**src/rtl/faultRamPkg.sv**
```systemverilog
package faultRamPkg;

  typedef enum logic [2:0] {
    FLT_NONE   = 3'd0,
    FLT_STUCK  = 3'd1,
    FLT_TRANS  = 3'd2,
    FLT_INV    = 3'd3,
    FLT_IDEM   = 3'd4,
    FLT_STATE  = 3'd5,
    FLT_DECODE = 3'd6,
    FLT_SPARE  = 3'd7
  } faultKindT;

  // Strobes from the fault control to the cell array
  typedef struct packed {
    logic wrAddr;        // write the addressed cell
    logic wrAddrVal;
    logic wrVic;         // secondary write of the victim cell
    logic wrVicVal;
    logic rdOverride;    // replace the read value
    logic rdOverrideVal;
    logic rdAndVic;      // AND the victim into the read value
  } ramStrobeT;

endpackage

```
**src/rtl/faultRamCtrl.sv**
```systemverilog
module faultRamCtrl
  import faultRamPkg::*;
#(
  parameter int ADDR_W = 4
) (
  input  logic [ADDR_W-1:0] addr,
  input  logic              wrEn,
  input  logic              wrData,
  input  logic [2:0]        cfgFault,
  input  logic [ADDR_W-1:0] cfgVictim,
  input  logic [ADDR_W-1:0] cfgAggr,
  input  logic              cfgPolUp,
  input  logic              cfgForce,
  input  logic              curCell,
  input  logic              victimCell,
  input  logic              aggrCell,
  output ramStrobeT         strobe
);

  faultKindT kind;
  logic      hitVic;
  logic      hitAggr;
  logic      distinct;
  logic      aggrTrigger;

  assign kind        = faultKindT'(cfgFault);
  assign hitVic      = (addr == cfgVictim);
  assign hitAggr     = (addr == cfgAggr);
  assign distinct    = (cfgVictim != cfgAggr);
  // aggressor written with a change towards the configured direction
  assign aggrTrigger = wrEn && hitAggr && distinct &&
                       (curCell != wrData) && (wrData == cfgPolUp);

  always_comb begin
    strobe = '{wrAddr: wrEn, wrAddrVal: wrData, wrVic: 1'b0, wrVicVal: 1'b0,
               rdOverride: 1'b0, rdOverrideVal: 1'b0, rdAndVic: 1'b0};
    unique case (kind)
      FLT_STUCK: begin
        if (hitVic) begin
          strobe.wrAddr        = 1'b0;
          strobe.rdOverride    = 1'b1;
          strobe.rdOverrideVal = cfgForce;
        end
      end
      FLT_TRANS: begin
        if (wrEn && hitVic && (curCell != wrData) && (wrData == cfgPolUp))
          strobe.wrAddr = 1'b0;
      end
      FLT_INV: begin
        if (aggrTrigger) begin
          strobe.wrVic    = 1'b1;
          strobe.wrVicVal = ~victimCell;
        end
      end
      FLT_IDEM: begin
        if (aggrTrigger) begin
          strobe.wrVic    = 1'b1;
          strobe.wrVicVal = cfgForce;
        end
      end
      FLT_STATE: begin
        if (hitVic && distinct && (aggrCell == cfgPolUp)) begin
          strobe.rdOverride    = 1'b1;
          strobe.rdOverrideVal = cfgForce;
        end
      end
      FLT_DECODE: begin
        if (hitAggr && distinct) begin
          strobe.wrVic    = wrEn;
          strobe.wrVicVal = wrData;
          strobe.rdAndVic = 1'b1;
        end
      end
      default: ;
    endcase
  end

endmodule

```
**src/rtl/faultRamArray.sv**
```systemverilog
module faultRamArray
  import faultRamPkg::*;
#(
  parameter int ADDR_W = 4
) (
  input  logic              clk,
  input  logic              rstN,
  input  logic [ADDR_W-1:0] addr,
  input  logic [ADDR_W-1:0] cfgVictim,
  input  logic [ADDR_W-1:0] cfgAggr,
  input  ramStrobeT         strobe,
  output logic              curCell,
  output logic              victimCell,
  output logic              aggrCell,
  output logic              rdData
);

  localparam int DEPTH = 1 << ADDR_W;

  logic [DEPTH-1:0] cells;
  logic             rdNext;

  assign curCell    = cells[addr];
  assign victimCell = cells[cfgVictim];
  assign aggrCell   = cells[cfgAggr];

  for (genvar i = 0; i < DEPTH; i++) begin : g_cell
    always_ff @(posedge clk) begin
      if (!rstN)
        cells[i] <= 1'b0;
      else if (strobe.wrAddr && (addr == ADDR_W'(i)))
        cells[i] <= strobe.wrAddrVal;
      else if (strobe.wrVic && (cfgVictim == ADDR_W'(i)))
        cells[i] <= strobe.wrVicVal;
    end
  end

  always_comb begin
    if (strobe.rdOverride)
      rdNext = strobe.rdOverrideVal;
    else if (strobe.rdAndVic)
      rdNext = curCell & victimCell;
    else
      rdNext = curCell;
  end

  always_ff @(posedge clk) begin
    if (!rstN) rdData <= 1'b0;
    else       rdData <= rdNext;
  end

endmodule

```
**src/rtl/faultRam.sv**
```systemverilog
module faultRam
  import faultRamPkg::*;
#(
  parameter int ADDR_W = 4
) (
  input  logic              clk,
  input  logic              rstN,
  input  logic [ADDR_W-1:0] addr,
  input  logic              wrEn,
  input  logic              wrData,
  output logic              rdData,
  input  logic [2:0]        cfgFault,
  input  logic [ADDR_W-1:0] cfgVictim,
  input  logic [ADDR_W-1:0] cfgAggr,
  input  logic              cfgPolUp,
  input  logic              cfgForce
);

  ramStrobeT strobe;
  logic      curCell;
  logic      victimCell;
  logic      aggrCell;

  faultRamCtrl #(.ADDR_W(ADDR_W)) u_ctrl (
    .addr      (addr),
    .wrEn      (wrEn),
    .wrData    (wrData),
    .cfgFault  (cfgFault),
    .cfgVictim (cfgVictim),
    .cfgAggr   (cfgAggr),
    .cfgPolUp  (cfgPolUp),
    .cfgForce  (cfgForce),
    .curCell   (curCell),
    .victimCell(victimCell),
    .aggrCell  (aggrCell),
    .strobe    (strobe)
  );

  faultRamArray #(.ADDR_W(ADDR_W)) u_array (
    .clk       (clk),
    .rstN      (rstN),
    .addr      (addr),
    .cfgVictim (cfgVictim),
    .cfgAggr   (cfgAggr),
    .strobe    (strobe),
    .curCell   (curCell),
    .victimCell(victimCell),
    .aggrCell  (aggrCell),
    .rdData    (rdData)
  );

endmodule

```
**config.mk**
```make
export PLATFORM = sky130hd
export DESIGN_NAME = faultRam
export DESIGN_NICKNAME = d
export VERILOG_FILES = /design/src/rtl/faultRamPkg.sv /design/src/rtl/faultRamCtrl.sv /design/src/rtl/faultRamArray.sv /design/src/rtl/faultRam.sv
export SDC_FILE = /design/constraint.sdc
export NUM_CORES = 1
export LEC_CHECK = 0
export CORE_ASPECT_RATIO = 0.8
export CORE_UTILIZATION = 57
export DETAILED_ROUTE_END_ITERATION = 8
export PLACE_DENSITY = 0.9
export SLEW_MARGIN = 5
export SYNTH_ARGS = -nofsm -noshare
export SYNTH_HDL_FRONTEND = slang
export SYNTH_SLANG_ARGS = --single-unit
export TNS_END_PERCENT = 1
```
**constraint.sdc**
```tcl
create_clock -name clk -period 3.75 [get_ports clk]
set_input_delay 0.75 -clock clk [delete_from_list [all_inputs] [get_ports clk]]
set_output_delay 0.75 -clock clk [all_outputs]
set_load 0.02 [all_outputs]
```
==> flow_summary.ini, run 1 <==
[run_status]
status = finished, final reports clean

[synth]
synthFlopType = dfxtp_1
synth_edf_count = 0
synth.net_count = 265
post-synth-top-count-cell = nand2_1
synth_top_area_cell = dfxtp_1
synthesis.area_um2 = 2034
avgSynthCellArea_um2 = 8.338
syn-instance-count = 244
ys_async_sr_fraction_pct = 0
synthTopCellsByArea = dfxtp_1 (17%), mux4_2 (10%), a211oi_1 (6.3%), o221ai_1 (6.0%), mux2i_1 (5.9%)
synth_top_area_share_pct = 16.73
yosys_warnings = 0
ys_seq_area_share_pct = 16.73
yosysUniqueCellTypes = 51
synth-seq-cells = 17
synth_common_cells = nand2_1 (19), a211oi_1 (17), dfxtp_1 (17)

[sta]
fin_crit_sh_pct = 91.23
slew_violations = 0
setup_violations = 0
rsz0062_at_grt = false
slew-limit-headroom_pct = 58.48
worst_pin_slew_ns = 0.6171
fin_crit_ns = 3.421
finClkSkew_ns = 0.007145
finalSetupTns_ns = 0
hold_violations = 0
fmaxAchievable_mhz = 292.3

[floorplan]
floorplan.rows = 19
start_util_pct = 59.43
io_pins = 22
die_y_um = 55.44
die_w_um = 68.80
coreArea_um2 = 3423
dieArea_um2 = 3814

[global_routing]
grtUsageTotal_pct = 35.69
grt_pass1_vias = 2102
grt_pass1_wl_um = 10070
grt_antenna_before_repair = 0
grtUsageMet1_pct = 50.97
use_met3_pct = 8.884
grtUsageMet2_pct = 51.12
grt_max_degree = 22
top_usage_layer = met2
grt.overflow.total = 0

[clock_tree]
root_buffer = clkbuf_8
cts-buffers-inserted = 3
ctsHtreeMaxLevel = 1
clk_pin_slew_ns = 0.08
cts_buffer_depth = 2
cts.sinks = 17
cts-resized-gates = 0
clkLatencyLatePin_ns = 0.27
postCtsSetupBuffers = 0
hold_buffers = 0
cts_tree = built

[worst_setup_path]
critPathKind = input port to register
start_kind = input port
arrival_ns = 3.56
worstPathMaxFanout = 14
crit_required_ns = 3.89
end_kind = register

[placed_design]
port_buffers = 21
dpl.cell_count = 303
dp_hpwl_um = 4808
gp_congestion = 0.9570

[detailed_routing]
routedWlPerCell_um = 20.87
drt-pass1-iter-count = 5
route.detailed.drc = 0
drtIter0Drc = 248
viasPerCell = 7.257
ant_nets = 0
vias = 2228
wirelength_um = 6407

[power]
p_per_area_nw_per_um2 = 203.7
power_frac_seq_pct = 38.6
switching_share_pct = 33.29
p_leak_nw = 0.7881
p_int_mw = 0.3221
irDropWorstVdd_mv = 0.1905
comb_power_share_pct = 29.7
p_clk_share_pct = 31.6
switchingPower_mw = 0.1607

[final_layout]
drive_gt1_share_pct = 17.36
fin_cells = 307
syn_to_final_growth_pct = 16.48
antenna_cells = 0
final_nets = 287

[min_path]
hp-class = register to register

[run]
drv_cap = 0
routing by layer:
metal	vias up	wire length, µm
met5	-	0
met4	0	194
met3	30	834
met2	154	2819
met1	1041	2558
li1	1003	-
power by group through the flow:
| stage | Clock (mW) | Sequential [mW] | Combinational (mW) |
|---|---|---|---|
| 2_1_floorplan | 0 | 0.189 | 0.0864 |
| 3_3_place_gp | 0 | 0.190 | 0.136 |
| 3_5_place_dp | 0 | 0.190 | 0.139 |
| 4_1_cts | 0.156 | 0.186 | 0.140 |
| 5_1_grt | 0.162 | 0.187 | 0.153 |
| 6_report | 0.153 | 0.187 | 0.143 |
kinds of logic (layout without fill, tap and decap cells):
group / count (synthesis) / count (layout) / share of synthesized area, %
XOR/XNOR: 13 / 13 / 5.597
AO/OA/AOI/OAI: 84 / 84 / 30.75
buffers and inverters: 28 / 49 / 7.564
multiplexers: 24 / 24 / 18.02
AND/OR/NAND/NOR: 78 / 78 / 21.34
flip-flops: 17 / 17 / 16.73
worst paths after layout:
path,start,depth (start not counted),slack (ns),endpoint
worst min register to register,u_array.cells[10],2,0.59,u_array.cells[10]
worst max register to register,u_array.cells[2],7,1.05,u_array.cells[7]
worst min-delay path,u_array.cells[10],2,0.59,u_array.cells[10]
worst max-delay path,addr[2],7,0.33,u_array.cells[7]
layout make-up:
| class | instances | area [µm²] |
|---|---|---|
| Clock inverter | 1 | 7.507 |
| Clock buffer | 3 | 41.29 |
| Inverter | 4 | 15.01 |
| Fill cell | 278 | 1054 |
| Tap cell | 42 | 52.55 |
| Timing Repair Buffer | 41 | 372.9 |
| Sequential cell | 17 | 340.3 |
| Multi-Input combinational cell | 199 | 1540 |
flip-flops by register name, summed over array words and instances, names as in the netlist:
| register | flops |
|---|---|
| u_array.cells | 16 |
| u_array.rdData | 1 |
placed cells by master, fill, tap and decap left out, drive strengths merged, types with 11 or more instances in the layout:
cell type / netlist / routed
o21ai: 14 / 14
a2111oi: 11 / 11
nand2: 19 / 19
o221ai: 14 / 14
buf: 12 / 20
nand3: 11 / 11
dfxtp: 17 / 17
mux2i: 13 / 13
clkdlybuf4s50: 0 / 21
a211oi: 18 / 18
stage by stage:
step                cell area (µm²)  util (%)  setup WS (ns)  hold WS (ns)  power (mW)
floorplan                      2034         -         0.8042        0.5335      0.2754
global placement               2321     67.80         0.1871        0.5803      0.3258
detailed placement             2321     67.80         0.1457        0.5814      0.3298
CTS                            2370     69.23         0.4189        0.5923      0.4825
global route                   2370     69.23         0.1692        0.6313      0.5009
finish                         2370     69.23         0.3289        0.5914      0.4828
worst max-delay path, stage by stage:
cell and delay, ns:
clkdlybuf4s50_1 0.69, mux4_2 0.60, mux2_4 0.34, a21o_1 0.36, a21o_1 0.28, a2111oi_0 0.39, o22ai_1 0.13
Note: power is estimated with default switching activity, not from simulation.
==> run 2: changes to the inputs <==
SKIP_CTS_REPAIR_TIMING = 1   (was default)
==> results of run 2 <==
No change in the layout: final DEF, timing and power equal those of run 1.
